### config.mk
export PLATFORM = sky130hd
export DESIGN_NAME = mbox_doorbell_top
export DESIGN_NICKNAME = d
export VERILOG_FILES = /design/src/rtl/mbox_pkg.sv /design/src/rtl/mbox_host_dec.sv /design/src/rtl/mbox_regbuf.sv /design/src/rtl/mbox_cmd_ctrl.sv /design/src/rtl/mbox_doorbell_top.sv
export SDC_FILE = /design/constraint.sdc
export NUM_CORES = 1
export LEC_CHECK = 0
export CAP_MARGIN = 20
export CORE_UTILIZATION = 32
export DETAILED_ROUTE_END_ITERATION = 8
export HOLD_SLACK_MARGIN = 0.08
export PLACE_DENSITY = 0.49
export SYNTH_ARGS = -nofsm -noshare
export SYNTH_HDL_FRONTEND = slang
export SYNTH_SLANG_ARGS = --single-unit
### constraint.sdc
create_clock -name clk -period 6.9 [get_ports clk]
set_input_delay 2.07 -clock clk [delete_from_list [all_inputs] [get_ports clk]]
set_output_delay 2.07 -clock clk [all_outputs]
set_load 0.02 [all_outputs]
### src/rtl/mbox_pkg.sv
package mbox_pkg;

    localparam int DATA_W    = 32;
    localparam int ADDR_W    = 8;
    localparam int BUF_BYTES = 16;
    localparam int BUF_WORDS = BUF_BYTES / (DATA_W / 8);
    localparam int IDX_W     = $clog2(BUF_WORDS);
    localparam int WADDR_W   = ADDR_W - 2;

    localparam int OFS_CMD  = 'h00;
    localparam int OFS_STS  = 'h04;
    localparam int OFS_WBUF = 'h80;
    localparam int OFS_RBUF = 'h90;

    typedef struct packed {
        logic [7:0] size;
        logic [3:0] sub;
        logic       ioc;
        logic [7:0] opcode;
    } cmd_t;

    typedef struct packed {
        logic [7:0] code;
        logic [3:0] cmd_id;
        logic       err;
        logic       busy;
    } status_t;

    typedef enum logic [1:0] {
        SEL_ZERO = 2'd0,
        SEL_STS  = 2'd1,
        SEL_RBUF = 2'd2
    } rd_sel_e;

    function automatic cmd_t cmd_from_word(input logic [DATA_W-1:0] w);
        cmd_t c;
        c.size   = w[23:16];
        c.sub    = w[15:12];
        c.ioc    = w[8];
        c.opcode = w[7:0];
        return c;
    endfunction

    function automatic logic [DATA_W-1:0] status_word(input status_t s,
                                                      input logic [7:0] init_id);
        return {8'h00, s.code, init_id, s.cmd_id, 2'b00, s.err, s.busy};
    endfunction

endpackage

### src/rtl/mbox_host_dec.sv
module mbox_host_dec
    import mbox_pkg::*;
(
    input  logic [ADDR_W-1:0] addr,
    input  logic              wr_en,
    input  logic              rd_en,
    output logic              cmd_wr,
    output logic              wbuf_we,
    output logic [IDX_W-1:0]  idx,
    output rd_sel_e           rd_sel
);
    localparam int CMD_W  = OFS_CMD  >> 2;
    localparam int STS_W  = OFS_STS  >> 2;
    localparam int WBUF_W = OFS_WBUF >> 2;
    localparam int RBUF_W = OFS_RBUF >> 2;

    logic [WADDR_W-1:0] waddr;
    logic               in_wbuf;
    logic               in_rbuf;
    logic               unused_low;

    assign waddr      = addr[ADDR_W-1:2];
    assign unused_low = ^addr[1:0];
    assign idx        = addr[IDX_W+1:2];

    assign in_wbuf = (int'(waddr) >= WBUF_W) && (int'(waddr) < WBUF_W + BUF_WORDS);
    assign in_rbuf = (int'(waddr) >= RBUF_W) && (int'(waddr) < RBUF_W + BUF_WORDS);

    assign cmd_wr  = wr_en && (int'(waddr) == CMD_W);
    assign wbuf_we = wr_en && in_wbuf;

    always_comb begin
        rd_sel = SEL_ZERO;
        if (rd_en) begin
            if (int'(waddr) == STS_W) rd_sel = SEL_STS;
            else if (in_rbuf)         rd_sel = SEL_RBUF;
        end
    end

endmodule

### src/rtl/mbox_regbuf.sv
module mbox_regbuf
    import mbox_pkg::*;
#(
    parameter int WORDS = BUF_WORDS,
    parameter int W     = DATA_W,
    parameter int IW    = IDX_W
) (
    input  logic          clk,
    input  logic          rst,
    input  logic          we,
    input  logic [IW-1:0] widx,
    input  logic [W-1:0]  wdata,
    input  logic [IW-1:0] ridx,
    output logic [W-1:0]  rdata
);
    logic [W-1:0] words [WORDS];

    for (genvar g = 0; g < WORDS; g++) begin : g_word
        always_ff @(posedge clk) begin
            if (rst)
                words[g] <= '0;
            else if (we && (int'(widx) == g))
                words[g] <= wdata;
        end
    end

    assign rdata = words[ridx];

    AST_BUF_WRITE_LANDS: assert property (@(posedge clk) disable iff (rst)
        we |=> words[$past(widx)] == $past(wdata));

endmodule

### src/rtl/mbox_cmd_ctrl.sv
module mbox_cmd_ctrl
    import mbox_pkg::*;
(
    input  logic              clk,
    input  logic              rst,
    input  logic              cmd_wr,
    input  logic [DATA_W-1:0] wdata,
    input  logic              done,
    input  logic              err,
    input  logic [7:0]        err_code,
    output cmd_t              cmd_q,
    output status_t           sts_q,
    output logic              req,
    output logic              irq
);
    logic accept;
    logic finish;

    assign accept = cmd_wr && !sts_q.busy;
    assign finish = done && sts_q.busy;

    always_ff @(posedge clk) begin
        if (rst) begin
            cmd_q <= '0;
            sts_q <= '0;
            req   <= 1'b0;
            irq   <= 1'b0;
        end else begin
            req <= 1'b0;
            irq <= 1'b0;
            if (accept) begin
                cmd_q        <= cmd_from_word(wdata);
                sts_q.busy   <= 1'b1;
                sts_q.err    <= 1'b0;
                sts_q.code   <= 8'h00;
                sts_q.cmd_id <= wdata[15:12];
                req          <= 1'b1;
            end else if (finish) begin
                sts_q.busy <= 1'b0;
                sts_q.err  <= err;
                sts_q.code <= err_code;
                irq        <= cmd_q.ioc;
            end
        end
    end

    AST_ACCEPT_SETS_BUSY: assert property (@(posedge clk) disable iff (rst)
        (cmd_wr && !sts_q.busy) |=> (sts_q.busy && req));

    AST_REQ_SINGLE: assert property (@(posedge clk) disable iff (rst)
        req |=> !req);

    AST_BUSY_HOLDS_CMD: assert property (@(posedge clk) disable iff (rst)
        (sts_q.busy && cmd_wr) |=> ($stable(cmd_q) && !req));

    AST_DONE_CLEARS: assert property (@(posedge clk) disable iff (rst)
        (sts_q.busy && done) |=> !sts_q.busy);

    AST_IRQ_SINGLE: assert property (@(posedge clk) disable iff (rst)
        irq |=> !irq);

    AST_IRQ_AFTER_DONE: assert property (@(posedge clk) disable iff (rst)
        irq |-> (!sts_q.busy && $past(done)));

    AST_CMDID_FOLLOWS: assert property (@(posedge clk) disable iff (rst)
        (cmd_wr && !sts_q.busy) |=> sts_q.cmd_id == $past(wdata[15:12]));

endmodule

### src/rtl/mbox_doorbell_top.sv
module mbox_doorbell_top
    import mbox_pkg::*;
#(
    parameter logic [7:0] INIT_ID = 8'h5A
) (
    input  logic              clk,
    input  logic              rst,
    input  logic [ADDR_W-1:0] hst_addr,
    input  logic              hst_wr_en,
    input  logic [DATA_W-1:0] hst_wdata,
    input  logic              hst_rd_en,
    output logic [DATA_W-1:0] hst_rdata,
    output logic              hst_rvalid,
    output logic              host_irq,
    output logic              ctl_req,
    output logic [7:0]        ctl_opcode,
    output logic              ctl_ioc,
    output logic [3:0]        ctl_sub,
    output logic [7:0]        ctl_size,
    input  logic [IDX_W-1:0]  ctl_wbuf_idx,
    output logic [DATA_W-1:0] ctl_wbuf_data,
    input  logic              ctl_rbuf_we,
    input  logic [IDX_W-1:0]  ctl_rbuf_idx,
    input  logic [DATA_W-1:0] ctl_rbuf_data,
    input  logic              ctl_done,
    input  logic              ctl_err,
    input  logic [7:0]        ctl_err_code
);
    logic              cmd_wr;
    logic              wbuf_we;
    logic [IDX_W-1:0]  hst_idx;
    rd_sel_e           rd_sel;
    cmd_t              cmd_q;
    status_t           sts_q;
    logic [DATA_W-1:0] rbuf_word;
    logic [DATA_W-1:0] rd_mux;

    mbox_host_dec u_dec (
        .addr    (hst_addr),
        .wr_en   (hst_wr_en),
        .rd_en   (hst_rd_en),
        .cmd_wr  (cmd_wr),
        .wbuf_we (wbuf_we),
        .idx     (hst_idx),
        .rd_sel  (rd_sel)
    );

    mbox_cmd_ctrl u_ctrl (
        .clk      (clk),
        .rst      (rst),
        .cmd_wr   (cmd_wr),
        .wdata    (hst_wdata),
        .done     (ctl_done),
        .err      (ctl_err),
        .err_code (ctl_err_code),
        .cmd_q    (cmd_q),
        .sts_q    (sts_q),
        .req      (ctl_req),
        .irq      (host_irq)
    );

    mbox_regbuf u_wbuf (
        .clk   (clk),
        .rst   (rst),
        .we    (wbuf_we),
        .widx  (hst_idx),
        .wdata (hst_wdata),
        .ridx  (ctl_wbuf_idx),
        .rdata (ctl_wbuf_data)
    );

    mbox_regbuf u_rbuf (
        .clk   (clk),
        .rst   (rst),
        .we    (ctl_rbuf_we),
        .widx  (ctl_rbuf_idx),
        .wdata (ctl_rbuf_data),
        .ridx  (hst_idx),
        .rdata (rbuf_word)
    );

    assign ctl_opcode = cmd_q.opcode;
    assign ctl_ioc    = cmd_q.ioc;
    assign ctl_sub    = cmd_q.sub;
    assign ctl_size   = cmd_q.size;

    always_comb begin
        unique case (rd_sel)
            SEL_STS:  rd_mux = status_word(sts_q, INIT_ID);
            SEL_RBUF: rd_mux = rbuf_word;
            default:  rd_mux = '0;
        endcase
    end

    always_ff @(posedge clk) begin
        if (rst) begin
            hst_rdata  <= '0;
            hst_rvalid <= 1'b0;
        end else begin
            hst_rvalid <= hst_rd_en;
            if (hst_rd_en) hst_rdata <= rd_mux;
        end
    end

    AST_READ_VALID: assert property (@(posedge clk) disable iff (rst)
        hst_rd_en |=> hst_rvalid);

    AST_IDLE_VALID: assert property (@(posedge clk) disable iff (rst)
        !hst_rd_en |=> !hst_rvalid);

endmodule

Word level (Yosys, flattened, before mapping) --
Memory sizes are Yosys's and may differ from the RTL's. Cells that the tools add are included.
Cells by class: order comparisons 4, equal/unequal tests 9, multiplexer cells 41, bitwise gates (word level) 9, reductions and logical operators 21
Operator list (count):
- 2-to-1 mux 32 bit | 8
- case mux 32 bit (2 select lines) | 1
- 2-to-1 mux 1 bit | 29
- logical AND 1 bit | 14
- greater-or-equal comparator 6 bit (second input constant) | 2
- < comparator 6 bit (second input constant) | 2
- equality test 2 bit (second input constant) | 5
- bitwise OR 1 bit | 8
- equality test 2 x 1 -> 1 bit (second input constant) | 3
- equality test 6 x 2 -> 1 bit (second input constant) | 1
- logical NOT 6 bit | 1
- 2-to-1 mux 2 bit | 3
- logical NOT 2 bit | 2
- OR reduction 3 bit | 1
- nonzero test 2 bit | 1
- OR reduction 2 bit | 1
- logical NOT 1 bit | 1
- inverter 1 bit | 1
Word-level totals: flip-flop bits (word level) 66, bits in writable memories 256, input bits 91, memories 2
Memory list:
- u_rbuf.words | words 4, bits a word 32, read ports 1, clocked after Yosys merged registers in 0, write ports 4, line mbox_regbuf.sv:16 | logic [W-1:0] words [WORDS];
- u_wbuf.words | words 4, bits a word 32, read ports 1, clocked after Yosys merged registers in 0, write ports 4, line mbox_regbuf.sv:16

Depth between registers and ports, before layout --
Gate-level depths: netlist of run 1.
word-level depth 8, depth in mapped cells 6, depth with buffers taken out 3

By module --
Synthesis of run 1 repeated with hierarchy kept, for this count alone.
Unflattened totals: cells, all modules 1002, area, all modules 13820.8 µm²
By module, submodules not included:
- mbox_regbuf | times used 2, cells each 358, area each 5552.8 µm²
- mbox_doorbell_top | times used 1, cells each 131, area each 1371.3 µm²
- mbox_cmd_ctrl | times used 1, cells each 145, area each 1271.2 µm²
- mbox_host_dec | times used 1, cells each 10, area each 72.6 µm²

Least setup slack after synthesis of run 1 --
No wires, ideal clock.
kind input port to flip-flop, from input hst_addr[6], to memory u_wbuf.words[0][0] (netlist name) (enable), setup time 0.470 ns, data arrival time 5.436 ns, path slack 0.995 ns, cell stages on the path 3, buffers on the path 0, cells stage by stage or4b_4 or2_2 o31ai_1
RTL lines:
- start, declared | line mbox_doorbell_top.sv:8 | input logic [ADDR_W-1:0] hst_addr,
- end, declared | line mbox_regbuf.sv:16

Worst setup path in the final report of run 1 --
from input ctl_wbuf_idx[1], to output ctl_wbuf_data[21]
Between the ends: longest elaborated chain between the ends 1
Ends and longest elaborated chain:
- start, declared | line mbox_doorbell_top.sv:20 | input logic [IDX_W-1:0] ctl_wbuf_idx,
- memory (4 x 32 bit)
- end, declared | line mbox_doorbell_top.sv:21 | output logic [DATA_W-1:0] ctl_wbuf_data,
No other way between the ends.

==> results of run 1 <==
path summary, 6_finish.rpt:
kind / startpoint / end / slack (ns)
min: hst_rdata[15] / hst_rdata[15] / 0.45
max: ctl_wbuf_idx[1] / ctl_wbuf_data[21] / 0.87
min reg2reg: hst_rdata[15] / hst_rdata[15] / 0.45
max reg2reg: u_ctrl.sts_q[0] / u_ctrl.sts_q[13] / 4.69
cell type report:
type | instances | area, um^2
Inverter | 18 | 67.56
Sequential cell | 322 | 9009
Clock buffer | 55 | 1064
Antenna cell | 5 | 12.51
Fill cell | 3975 | 24810
Clock inverter | 12 | 214.0
Multi-Input combinational cell | 540 | 4413
Timing Repair Buffer | 203 | 1969
Tap cell | 539 | 674.4
flip-flops by register name, indices dropped and copies added, names as in the netlist:
signal	flops
hst_rdata	32
hst_rvalid	1
u_ctrl.cmd_q	21
u_ctrl.irq	1
u_ctrl.req	1
u_ctrl.sts_q	10
u_rbuf.words	128
u_wbuf.words	128
cell usage in the layout, fill, tap and decap left out, types with 2 or more instances in the layout:
cell type        instances
mux4_2                  64
clkbuf_1                11
nor2_1                  24
inv_6                    2
o21ai_4                  3
a21oi_1                 22
mux2i_1                  9
dfxtp_1                 66
nand3_1                 36
o21ai_0                 35
inv_1                   18
clkdlybuf4s50_1        172
buf_4                   25
a31o_2                   3
nor3_2                   4
clkbuf_8                 7
buf_12                   2
nand2b_1                 4
clkbuf_16               37
nor4b_2                  2
a311oi_1                18
buf_2                    4
and2_1                 256
edfxtp_1               256
clkinv_1                 3
nor4_4                   4
nand2_1                 37
nor3_1                   9
bufinv_16                6
diode_2                  5
layer usage:
layer	global-route usage (%)	up-vias	share of wire (%)	routed length, um
met1	21.39	4038	44	15640
met4	5.940	0	2.2	799
met3	3.726	50	5.3	1902
li1	-	3822	-	-
met5	0	-	0	0
met2	28.11	176	49	17560
kinds of logic (layout without fill, tap and decap cells):
logic type / after synthesis / count (layout) / synth area share (%)
compound gates: 82 / 82 / 3.571
buf+inv: 86 / 288 / 3.252
flops: 322 / 322 / 65.41
mux: 73 / 73 / 11.12
other cells: 0 / 5 / 0
simple gates: 385 / 385 / 16.64
report_power, final:
group          internal (mW)  switching, mW  total (mW)
clock                   1.29          0.777        2.07
combinational          0.182          0.203       0.384
sequential              2.20         0.0272        2.23
worst reg2reg max path: stages, from the launching register on:
cell and delay (ns):
dfxtp_1 0.37, or4b_2 0.97, nor2_1 0.61, nor3_1 0.12
cell usage after synthesis, types with 13 or more instances:
master / n
nand3_1: 36
dfxtp_1: 66
a311oi_1: 18
a21oi_1: 22
nor3_1: 13
inv_1: 18
nor2_1: 24
o21ai_0: 38
nand2_1: 37
edfxtp_1: 256
buf_2: 13
clkbuf_1: 37
mux4_2: 64
and2_1: 256
==> reports/qor.yml, run 1 <==
status:
  outcome: "finished, final reports clean"
hold_path:
  hp-class: "reg -> reg"
  worstHoldPathCells: 2
power_and_ir_drop:
  powerDensity_nw_per_um2: 268.5
  p_total_mw: 4.679
  peakVddDrop_mv: 0.1752
  p_leak_nw: 6.036
placed_design:
  gp_congestion: 0.7094
  dp_cells: 1620
  placed_area_um2: 16110
  pre_cts_slack_ns: 0.8474
  portBuffers: 176
  place_hpwl_um: 22820
critical_path:
  worst_path_max_delay_cell: "clkdlybuf4s50_1"
  path_buf_inv: 3
  cp.depth: 4
  cp_max_fo: 32
  critPathRequiredTime_ns: 4.83
  path_class: "in -> out"
  critPathCaptureType: "output port"
  startpoint_type: "input port"
  cp_cell_sequence: "clkdlybuf4s50_1 > buf_4 > mux4_2 > clkdlybuf4s50_1"
  r2r_cells: 3
  arrival_ns: 3.96
  cpPeakStageDelay_ns: 0.56
  timing.critical_path.mode_cell: "clkdlybuf4s50_1"
  path_delay_family: "buffers and inverters"
clocking:
  cts_max_path_buffers: 3
  post_cts.repair.setup_buffers: 0
  hold_buffers: 0
  ctsResizeCount: 0
  cts-root-buf: "clkbuf_16"
  cts.htree.levels: 2
  numCtsBuffers: 37
  clk_pin_slew_worst_paths_ns: 0.05
  clock_latency_ns: 0.55
  cts_tree: "built"
  clock_sinks: 322
grt:
  antenna_found_initial: 4
  grt.total_usage_pct: 16.78
  grt_max_degree: 34
  grt_pass1_vias: 8592
  grt_overflow: 0
  grt_pass1_wl_um: 54590
die:
  boundaryPins: 179
  initial_core_util_pct: 32.61
  die_w_um: 209.5
  die_h_um: 209.5
  row_count: 75
  core-area_um2: 42230
  dieArea_um2: 43870
sta:
  slew_headroom_pct: 29.01
  finalClockSkew_ns: 0.01927
  finalCriticalPeriod_ns: 6.034
  tightest_slew_ns: 1.065
  fin_ws_ns: 0.8658
  holdWs_ns: 0.4536
  fmax_mhz: 165.7
  period_share_pct: 87.45
  drv_slew: 0
  final_hold_viol_count: 0
  rsz0062_at_grt: "no"
  setup_violations: 0
  tns_ns: 0
final_layout:
  fin_util_pct: 41.26
  nets: 1213
  drive_above_1_share_pct: 14.78
  area_growth_pct: 26.51
  design_area_um2: 17420
  final_cells: 1694
detailed_routing:
  vias: 8086
  post_drt_wl_per_cell_um: 21.19
  drc_errors: 0
  finalWirelength_um: 35900
  viasPerCell: 4.773
  firstDrtPassIters: 5
  antenna_left: 0
  dr.first_iter.drc_count: 485
yosys:
  ys.flop_type: "edfxtp_1"
  ys_seq_elements: 322
  synth_top_area_share_pct: 55.82
  ys_seq_area_share_pct: 65.41
  synth_top_area_cell: "edfxtp_1"
  postSynthAreaPerCell_um2: 14.53
  yosysWarnings: 0
  async_reset_ff_share_pct: 0
  synth.cell_area_um2: 13770
  synthCells: 948
  synth_edf_count: 256
  ys_top_cells_by_area: "edfxtp_1 56%, and2_1 12%, mux4_2 10%, dfxtp_1 9.6%, o21ai_0 1.4%"
  syn-num-nets: 1039
  synth_cell_type_count: 34
job:
  drv_cap: 0
Note: power is estimated with default switching activity, not from simulation.
==> inputs of run 2 (changes only) <==
--- a/config.mk
+++ b/config.mk
@@ -8,8 +8,10 @@
 export CAP_MARGIN = 20
 export CORE_UTILIZATION = 32
 export DETAILED_ROUTE_END_ITERATION = 8
+export GPL_TIMING_DRIVEN = 0
 export HOLD_SLACK_MARGIN = 0.08
-export PLACE_DENSITY = 0.49
+export PLACE_DENSITY_LB_ADDON = 0.1
 export SYNTH_ARGS = -nofsm -noshare
 export SYNTH_HDL_FRONTEND = slang
+export SYNTH_HIERARCHICAL = 1
 export SYNTH_SLANG_ARGS = --single-unit
==> reports/qor.yml, run 2 <==
detailed_routing:
  vias: 8788
  drc_errors: 0
  post_drt_wl_per_cell_um: 22.09
  dr.first_iter.drc_count: 469
  antenna_left: 0
  viasPerCell: 4.904
  firstDrtPassIters: 5
  finalWirelength_um: 39580
sta:
  holdWs_ns: 0.4536
  final_hold_viol_count: 0
  finalClockSkew_ns: 0.01365
  finalCriticalPeriod_ns: 6.063
  rsz0062_at_grt: "no"
  period_share_pct: 87.87
  tightest_slew_ns: 0.7116
  tns_ns: 0
  setup_violations: 0
  slew_headroom_pct: 52.43
  drv_slew: 0
  fin_ws_ns: 0.8370
  fmax_mhz: 164.9
final_layout:
  nFillCells: 4026
  final_common_cell: "nor2_1"
  reg.largest.list: "u_rbuf/words: 128 flops, u_wbuf/words: 128 flops, hst_rdata: 32 flops"
  n_antenna_cell: 0
  final_cells: 1792
  nets: 1317
  drive_above_1_share_pct: 17.08
  layout_common_cells: "259 x nor2_1, 256 x edfxtp_1, 174 x clkdlybuf4s50_1, 66 x dfxtp_1, 64 x nand3b_1"
  area_growth_pct: 28.59
critical_path:
  critPathCaptureType: "output port"
  rr_startpoint: "u_rbuf/words[3][22]"
  worst_path_max_delay_cell: "clkdlybuf4s50_1"
  r2r_cells: 3
  timing.critical_path.mode_cell: "clkdlybuf4s50_1"
  cp_cell_sequence: "clkdlybuf4s50_1 > buf_2 > mux4_2 > clkdlybuf4s50_1"
  startpoint_type: "input port"
  arrival_ns: 3.99
  path_delay_family: "buffers and inverters"
  cp-startpoint: "ctl_wbuf_idx[1]"
  cp.depth: 4
  path_buf_inv: 3
  path_class: "in -> out"
  cpPeakStageDelay_ns: 0.60
  critPathRequiredTime_ns: 4.83
  cp_max_fo: 10
yosys:
  ys.flop_type: "edfxtp_1"
  synthCells: 1002
  ys_seq_elements: 322
  synth.cell_area_um2: 13820
  ys_top_cells_by_area: "edfxtp_1 56%, mux4_2 9.8%, dfxtp_1 9.6%, nor2_1 7.0%, nand3b_1 3.5%"
  syn-num-nets: 1095
  async_reset_ff_share_pct: 0
  synth_top_area_share_pct: 55.62
  synth_top_area_cell: "edfxtp_1"
  synth_edf_count: 256
  synth_common_cells: "259 x nor2_1, 256 x edfxtp_1, 66 x dfxtp_1"
  ys_seq_area_share_pct: 65.18
  postSynthAreaPerCell_um2: 13.79
  yosysMostFrequentCell: "nor2_1"
  synth_cell_type_count: 35
  yosysWarnings: 6
grt:
  grt_pass1_vias: 9236
  antenna_found_initial: 1
  grt.total_usage_pct: 18.25
  grt_max_degree: 25
  grt_overflow: 0
  grt_pass1_wl_um: 59340
placed_design:
  place_hpwl_um: 27140
  pre_cts_slack_ns: 0.8333
  portBuffers: 174
  gp_congestion: 0.7690
  dp_cells: 1724
clocking:
  clock_sinks: 322
  clk_pin_slew_worst_paths_ns: 0.06
  cts_max_path_buffers: 3
  cts_tree: "built"
  hold_buffers: 0
  ctsResizeCount: 0
  numCtsBuffers: 37
  cts.htree.levels: 2
  cts-root-buf: "clkbuf_16"
  clock_latency_ns: 0.53
  post_cts.repair.setup_buffers: 0
die:
  dieArea_um2: 44020
  row_count: 75
  core-area_um2: 42230
  die_h_um: 209.8
  boundaryPins: 179
  initial_core_util_pct: 32.73
  die_w_um: 209.8
hold_path:
  min_from: "u_ctrl/cmd_q[2]"
  worstHoldPathCells: 2
  hp-class: "reg -> reg"
power_and_ir_drop:
  powerDensity_nw_per_um2: 261.9
  peakVddDrop_mv: 0.1416
  p_leak_nw: 5.864
job:
  drv_cap: 0
status:
  outcome: "finished, final reports clean"
## run 2: kinds of logic (layout without fill, tap and decap cells)
group / count (synthesis) / count (layout) / synth area share (%)
AND/OR/NAND/NOR: 413 / 413 / 13.84
AO/OA/AOI/OAI: 98 / 98 / 5.052
adder cells (fa/ha/maj): 2 / 2 / 0.1810
buffers and inverters: 94 / 345 / 4.554
multiplexers: 73 / 73 / 11.19
flip-flops: 322 / 322 / 65.18
## run 2: worst register-to-register path: stages (launching register included)
cell	delay (ns)
edfxtp_1	0.37
mux4_2	0.51
a22oi_1	0.25
o2bb2ai_2	0.09
## run 2: final timing paths
kind	end	slack (ns)
min	u_ctrl/cmd_q[2]	0.45
min reg2reg	u_ctrl/cmd_q[2]	0.45
max	ctl_wbuf_data[14]	0.84
max reg2reg	hst_rdata[22]	5.58
## run 2: area by class of cell
class,instances,area [um^2],share of cell area [%]
Timing Repair Buffer,183,1937,10.90
Tap cell,539,674.4,3.795
Buffer,88,606.8,3.415
Clock buffer,51,1081,6.083
Multi-Input combinational cell,586,4273,24.04
Inverter,6,22.52,0.1267
Sequential cell,322,9009,50.69
Clock inverter,17,168.9,0.9504
## run 2: through the flow
step                power, mW  utilization (%)  area, um^2
floorplan               2.476                -       13820
global placement        2.683            38.45       16240
detailed placement      2.697            39.13       16520
CTS                     4.715            42.09       17770
global route            4.823            42.09       17770
finish                  4.654            42.09       17770
## run 2: power breakdown
part,internal [mW],leakage (nW),total (mW),switching (mW)
Combinational,0.200,2.24,0.431,0.230
Sequential,2.19,3.01,2.22,0.0242
Clock,1.21,0.613,2.01,0.795
## run 2: per-layer routing
| metal | GRT usage (%) | vias to the layer above | wire length [um] |
|---|---|---|---|
| met1 | 23.83 | 4397 | 16930 |
| met4 | 4.732 | 0 | 669 |
| met2 | 31.25 | 235 | 20000 |
| li1 | - | 4114 | - |
| met5 | 0 | - | 0 |
| met3 | 3.247 | 42 | 1984 |
